File: config.mk
export PLATFORM = sky130hd
export DESIGN_NAME = interval_timer
export DESIGN_NICKNAME = d
export VERILOG_FILES = /design/src/rtl/timer_pkg.sv /design/src/rtl/tmr_cfg_regs.sv /design/src/rtl/tmr_count_fsm.sv /design/src/rtl/tmr_status.sv /design/src/rtl/interval_timer.sv
export SDC_FILE = /design/constraint.sdc
export NUM_CORES = 1
export LEC_CHECK = 0
export BUFFER_PORTS_ARGS = -buffer_cell sky130_fd_sc_hd__buf_2
export CORE_MARGIN = 2
export CORE_UTILIZATION = 50
export DETAILED_ROUTE_END_ITERATION = 12
export GPL_ROUTABILITY_DRIVEN = 0
export GPL_TIMING_DRIVEN = 0
export PLACE_DENSITY_LB_ADDON = 0.12
export SKIP_LAST_GASP = 1
export SLEW_MARGIN = 30
export SYNTH_ARGS = -nofsm -noshare
export SYNTH_HDL_FRONTEND = slang
export SYNTH_SLANG_ARGS = --single-unit
File: constraint.sdc
create_clock -name clk -period 1.9 [get_ports clk]
set_clock_uncertainty 0.1 [all_clocks]
set_input_delay 0.285 -clock clk [delete_from_list [all_inputs] [get_ports clk]]
set_output_delay 0.285 -clock clk [all_outputs]
set_load 0.05 [all_outputs]
File: src/rtl/timer_pkg.sv
package timer_pkg;
    typedef enum logic {
        ST_IDLE = 1'b0,
        ST_RUN  = 1'b1
    } tmr_state_e;
endpackage

File: src/rtl/tmr_cfg_regs.sv
module tmr_cfg_regs #(
    parameter int W = 16
) (
    input  logic         clk,
    input  logic         rst_n,
    input  logic         reload_we,
    input  logic [W-1:0] reload_wdata,
    input  logic         ctrl_we,
    input  logic         ctrl_en,
    input  logic         ctrl_auto,
    output logic [W-1:0] reload_q,
    output logic         en_q,
    output logic         auto_q,
    output logic [W-1:0] reload_nx,
    output logic         en_nx,
    output logic         auto_nx
);
    // Values that will be visible after this edge; the FSM decides on them.
    always_comb begin
        reload_nx = reload_we ? reload_wdata : reload_q;
        en_nx     = ctrl_we ? ctrl_en : en_q;
        auto_nx   = ctrl_we ? ctrl_auto : auto_q;
    end

    always_ff @(posedge clk) begin
        if (!rst_n) begin
            reload_q <= '0;
            en_q     <= 1'b0;
            auto_q   <= 1'b0;
        end else begin
            reload_q <= reload_nx;
            en_q     <= en_nx;
            auto_q   <= auto_nx;
        end
    end
endmodule

File: src/rtl/tmr_count_fsm.sv
module tmr_count_fsm
    import timer_pkg::*;
#(
    parameter int W = 16
) (
    input  logic         clk,
    input  logic         rst_n,
    input  logic         tick,
    input  logic         reload_we,
    input  logic         ctrl_we,
    input  logic [W-1:0] reload_nx,
    input  logic         en_nx,
    input  logic         auto_nx,
    output tmr_state_e   state_q,
    output logic [W-1:0] count_q,
    output logic         expire
);
    localparam logic [W-1:0] CNT_ONE = W'(1);

    tmr_state_e   state_d;
    logic [W-1:0] count_d;
    logic         can_run;

    // Running needs the enable bit and a reload value above one.
    assign can_run = en_nx && (reload_nx > CNT_ONE);

    always_ff @(posedge clk) begin
        if (!rst_n) begin
            state_q <= ST_IDLE;
            count_q <= '0;
        end else begin
            state_q <= state_d;
            count_q <= count_d;
        end
    end

    always_comb begin
        state_d = state_q;
        count_d = count_q;
        expire  = 1'b0;
        unique case (state_q)
            ST_IDLE: begin
                if (can_run && (reload_we || ctrl_we)) begin
                    state_d = ST_RUN;
                    count_d = reload_nx;
                end
            end
            ST_RUN: begin
                expire = tick && (count_q == CNT_ONE);
                if (!can_run) begin
                    state_d = ST_IDLE;
                end else if (reload_we) begin
                    count_d = reload_nx;
                end else if (tick) begin
                    if (count_q == CNT_ONE) begin
                        if (auto_nx) begin
                            count_d = reload_nx;
                        end else begin
                            count_d = '0;
                            state_d = ST_IDLE;
                        end
                    end else begin
                        count_d = count_q - CNT_ONE;
                    end
                end
            end
            default: begin
                state_d = ST_IDLE;
            end
        endcase
    end
endmodule

File: src/rtl/tmr_status.sv
module tmr_status (
    input  logic clk,
    input  logic rst_n,
    input  logic expire,
    input  logic stat_clr,
    output logic flag_q
);
    always_ff @(posedge clk) begin
        if (!rst_n) begin
            flag_q <= 1'b0;
        end else if (expire) begin
            flag_q <= 1'b1;
        end else if (stat_clr) begin
            flag_q <= 1'b0;
        end
    end
endmodule

File: src/rtl/interval_timer.sv
module interval_timer
    import timer_pkg::*;
#(
    parameter int W = 16
) (
    input  logic         clk,
    input  logic         rst_n,
    input  logic         tick,
    input  logic         reload_we,
    input  logic [W-1:0] reload_wdata,
    input  logic         ctrl_we,
    input  logic         ctrl_en,
    input  logic         ctrl_auto,
    input  logic         stat_clr,
    output logic [W-1:0] count,
    output logic         expired,
    output logic         irq
);
    logic [W-1:0] reload_q;
    logic [W-1:0] reload_nx;
    logic         en_q;
    logic         en_nx;
    logic         auto_q;
    logic         auto_nx;
    logic         expire;
    tmr_state_e   state_q;

    tmr_cfg_regs #(.W(W)) u_cfg (
        .clk          (clk),
        .rst_n        (rst_n),
        .reload_we    (reload_we),
        .reload_wdata (reload_wdata),
        .ctrl_we      (ctrl_we),
        .ctrl_en      (ctrl_en),
        .ctrl_auto    (ctrl_auto),
        .reload_q     (reload_q),
        .en_q         (en_q),
        .auto_q       (auto_q),
        .reload_nx    (reload_nx),
        .en_nx        (en_nx),
        .auto_nx      (auto_nx)
    );

    tmr_count_fsm #(.W(W)) u_fsm (
        .clk       (clk),
        .rst_n     (rst_n),
        .tick      (tick),
        .reload_we (reload_we),
        .ctrl_we   (ctrl_we),
        .reload_nx (reload_nx),
        .en_nx     (en_nx),
        .auto_nx   (auto_nx),
        .state_q   (state_q),
        .count_q   (count),
        .expire    (expire)
    );

    tmr_status u_stat (
        .clk      (clk),
        .rst_n    (rst_n),
        .expire   (expire),
        .stat_clr (stat_clr),
        .flag_q   (expired)
    );

    // One bit gates the interrupt as well as the counting.
    assign irq = expired && en_q;
endmodule

==> flow_metrics.py <==
metrics = {
    "outcome": {
        "status": "complete, but fails checks",
        "violations": "setup timing",
    },
    "power": {
        "leakage_uw": 0.001205,
        "switching_share": 0.3743,
        "ir_worst_vdd_v": 0.0005260,
        "p_total_uw": 2292,
        "power.density_mw_per_mm2": 771.9,
        "comb_power_share": 0.375,
        "p_clk_frac": 0.233,
        "intPower_uw": 1434,
        "p_sw_uw": 857.9,
        "p_seq_frac": 0.392,
    },
    "hold_path": {
        "min_path_type": "input pin to flop",
        "worstHoldPathCells": 2,
    },
    "die": {
        "die_y_um": 69.49,
        "io_pins": 42,
        "die_w_um": 69.49,
        "start_util": 0.5285,
        "rows": 23,
        "dieArea_mm2": 0.004829,
        "coreArea_mm2": 0.004058,
    },
    "logic_synthesis": {
        "syn_area_mm2": 0.002145,
        "synth_warnings": 0,
        "ys_types": 49,
        "synth_nets": 272,
        "syn_inst": 246,
        "synth-edff-count": 0,
        "synthArstFlopShare": 0,
        "syn_avg_cell_area_um2": 8.718,
        "synthFlopType": "dfxtp_1",
        "ys_seq_area_frac": 0.3361,
        "ys_seq_elements": 36,
    },
    "timing": {
        "slew_headroom": 0.5859,
        "slew_viol_final": 0,
        "finalCritPeriodShare": 1.110,
        "worst_pin_slew_ns": 0.6189,
        "finalCriticalPeriod_ns": 2.109,
        "timing_hold_violations_final": 0,
        "setup_ws_ns": -0.2091,
        "rsz0062_at_grt": "yes",
        "fin_hold_ws_ns": 0.1701,
        "setup_violations": 13,
        "fin_tns_setup_ns": -1.559,
        "max_freq_mhz": 474.1,
    },
    "layout": {
        "mostFrequentLayoutCells": "buf_2, dfxtp_1, nor2_1",
        "nFillCells": 323,
        "final_layout_size_suffix_gt1_frac": 0.4371,
        "antennaDiodeCount": 0,
        "register_area_um2": 750.7,
        "synthToLayoutAreaGrowth_pct": 38.45,
        "fin_nets": 343,
        "final_common_cell": "buf_2",
        "final_util": 0.7317,
        "multi_input_area_mm2": 0.001540,
    },
    "clock_network": {
        "cts_tree": "done",
        "numCtsBuffers": 5,
        "clkLatencyLatePin_ns": 0.29,
        "path_clk_slew_ns": 0.08,
        "cts-htree-levels": 2,
        "clkSinkCount": 36,
        "clk_path_buf_depth": 2,
        "cts_root_buf": "clkbuf_8",
        "ctsHoldBuffers": 0,
    },
    "grt": {
        "grt_max_degree": 12,
        "grt_pass1_wl_mm": 11.37,
        "overflow": 0,
        "grtUsageTotal": 0.2988,
        "grt_pass1_vias": 2244,
        "antenna_found_initial": 0,
    },
    "critical_path": {
        "max_stage_delay_ns": 0.39,
        "r2r_end": "u_fsm.count_q[8]",
        "path_cells": "inv_4, buf_6, ha_4, nor3b_4, buf_6, nand3_2, xnor2_2, a222oi_1, a211oi_1",
        "r2r_cells": 9,
        "crit_required_ns": 1.95,
        "cp-endpoint": "u_fsm.count_q[8]",
        "crit_path_max_fanout": 5,
        "crit_path_end_kind": "flop",
        "crit_cells": 9,
        "setup.worst_path.start": "u_fsm.count_q[1]",
        "crit_slowest_cell": "a222oi_1",
        "crit_buf_inv": 3,
        "r2r-start": "u_fsm.count_q[1]",
        "worstSetupPathType": "flop to flop",
        "path_delay_family": "compound AO/OA/AOI/OAI gates",
        "arrival_ns": 2.16,
        "r2r_slack_ns": -0.21,
        "cp_common_cell": "buf_6",
        "startpoint_type": "flop",
    },
    "routing": {
        "drt_iter0_drc": 277,
        "dr.pass1.iters": 7,
        "dr_total_vias": 2410,
        "postRouteWirelength_mm": 7.196,
        "drcViolationCount": 0,
        "postRouteAntennaNets": 0,
        "wire_per_inst_um": 19.55,
        "viasPerCell": 6.549,
    },
    "placed_design": {
        "place_hpwl_mm": 4.713,
        "port-buffer-count": 41,
    },
    "flow_run": {
        "cap_violations": 0,
    },
}
[metal layers]
metal  up-vias  GRT usage  wire length, um
li1       1093          -                -
met1      1142     0.4034             3033
met2       144     0.4530             3174
met3        31    0.07994              739
met4         0     0.1198              249
met5         -          0                0
[state kept, by name, indices dropped and copies added (netlist names)]
signal / count
u_cfg.reload_q: 16
u_fsm.count_q: 16
u_cfg.auto_q: 1
u_cfg.en_q: 1
u_fsm.state_q: 1
u_stat.flag_q: 1
[synthesized netlist by cell type (3+ instances only)]
cell / number / area (um^2)
o21ai_0: 8 / 40.04
dfxtp_1: 36 / 720.7
a311oi_1: 6 / 52.55
and2_1: 7 / 43.79
a222oi_1: 8 / 80.08
a211oi_1: 7 / 52.55
a22oi_1: 6 / 45.04
nand3_1: 5 / 25.02
a21oi_1: 19 / 95.09
nand4_1: 7 / 43.79
and3_1: 4 / 25.02
clkbuf_1: 9 / 33.78
mux2_2: 7 / 78.83
mux2i_1: 16 / 160.2
xnor2_1: 6 / 52.55
nor4_1: 8 / 50.05
nand2b_1: 3 / 18.77
nor3_1: 7 / 35.03
nand2_1: 13 / 48.80
buf_2: 5 / 25.02
nor2_1: 23 / 86.33
[metrics by stage]
stage	cell area [um^2]	setup WS, ns	std cells
after floorplan	2208	-0.1565	246
after CTS	2814	-0.1722	365
after detailed placement	2476	-0.3521	337
after global routing	2969	-0.2835	368
final	2969	-0.2091	368
after global placement	2476	-0.3501	337
[cell families after synthesis]
group / share of synthesized area
xor+xnor: 0.02859
compound gates: 0.2211
simple gates: 0.2357
flops: 0.3361
buf+inv: 0.05017
fa+ha+maj: 0.01167
mux: 0.1167
[power groups by stage]
stage / Sequential [uW] / Clock [uW] / Combinational [uW]
2_1_floorplan: 986 / 0 / 384
3_3_place_gp: 898 / 0 / 649
3_5_place_dp: 900 / 0 / 647
4_1_cts: 881 / 538 / 771
5_1_grt: 908 / 577 / 904
6_report: 899 / 533 / 860
[layout make-up]
cell class                 count  area share
multi-input combinational    190      0.5188
sequential                    36      0.2528
timing repair buffer          69      0.1513
buffer                        12     0.02360
clock buffer                   5     0.02318
tap                           50     0.02107
clock inverter                 3    0.004635
inverter                       3    0.004635
[how the worst min path moves through the flow]
| stage | slack [ns] | endpoint | from |
|---|---|---|---|
| 2_1_floorplan | 0.30 | u_fsm.state_q | tick |
| 3_3_place_gp | 0.37 | u_stat.flag_q | u_stat.flag_q |
| 3_5_place_dp | 0.39 | u_stat.flag_q | u_stat.flag_q |
| 4_1_cts | 0.12 | u_fsm.state_q | tick |
| 5_1_grt | 0.17 | u_fsm.state_q | tick |
| 6_report | 0.17 | u_fsm.state_q | tick |
[repair_timing]
| action | 4_1_cts | 5_1_grt |
|---|---|---|
| endpoints found under the setup margin | 16 | 18 |
| resized for setup | 24 | 36 |
| pin swaps | 29 | 31 |
| setup buffers | 22 | 8 |
Note: power is estimated with default switching activity, not from simulation.
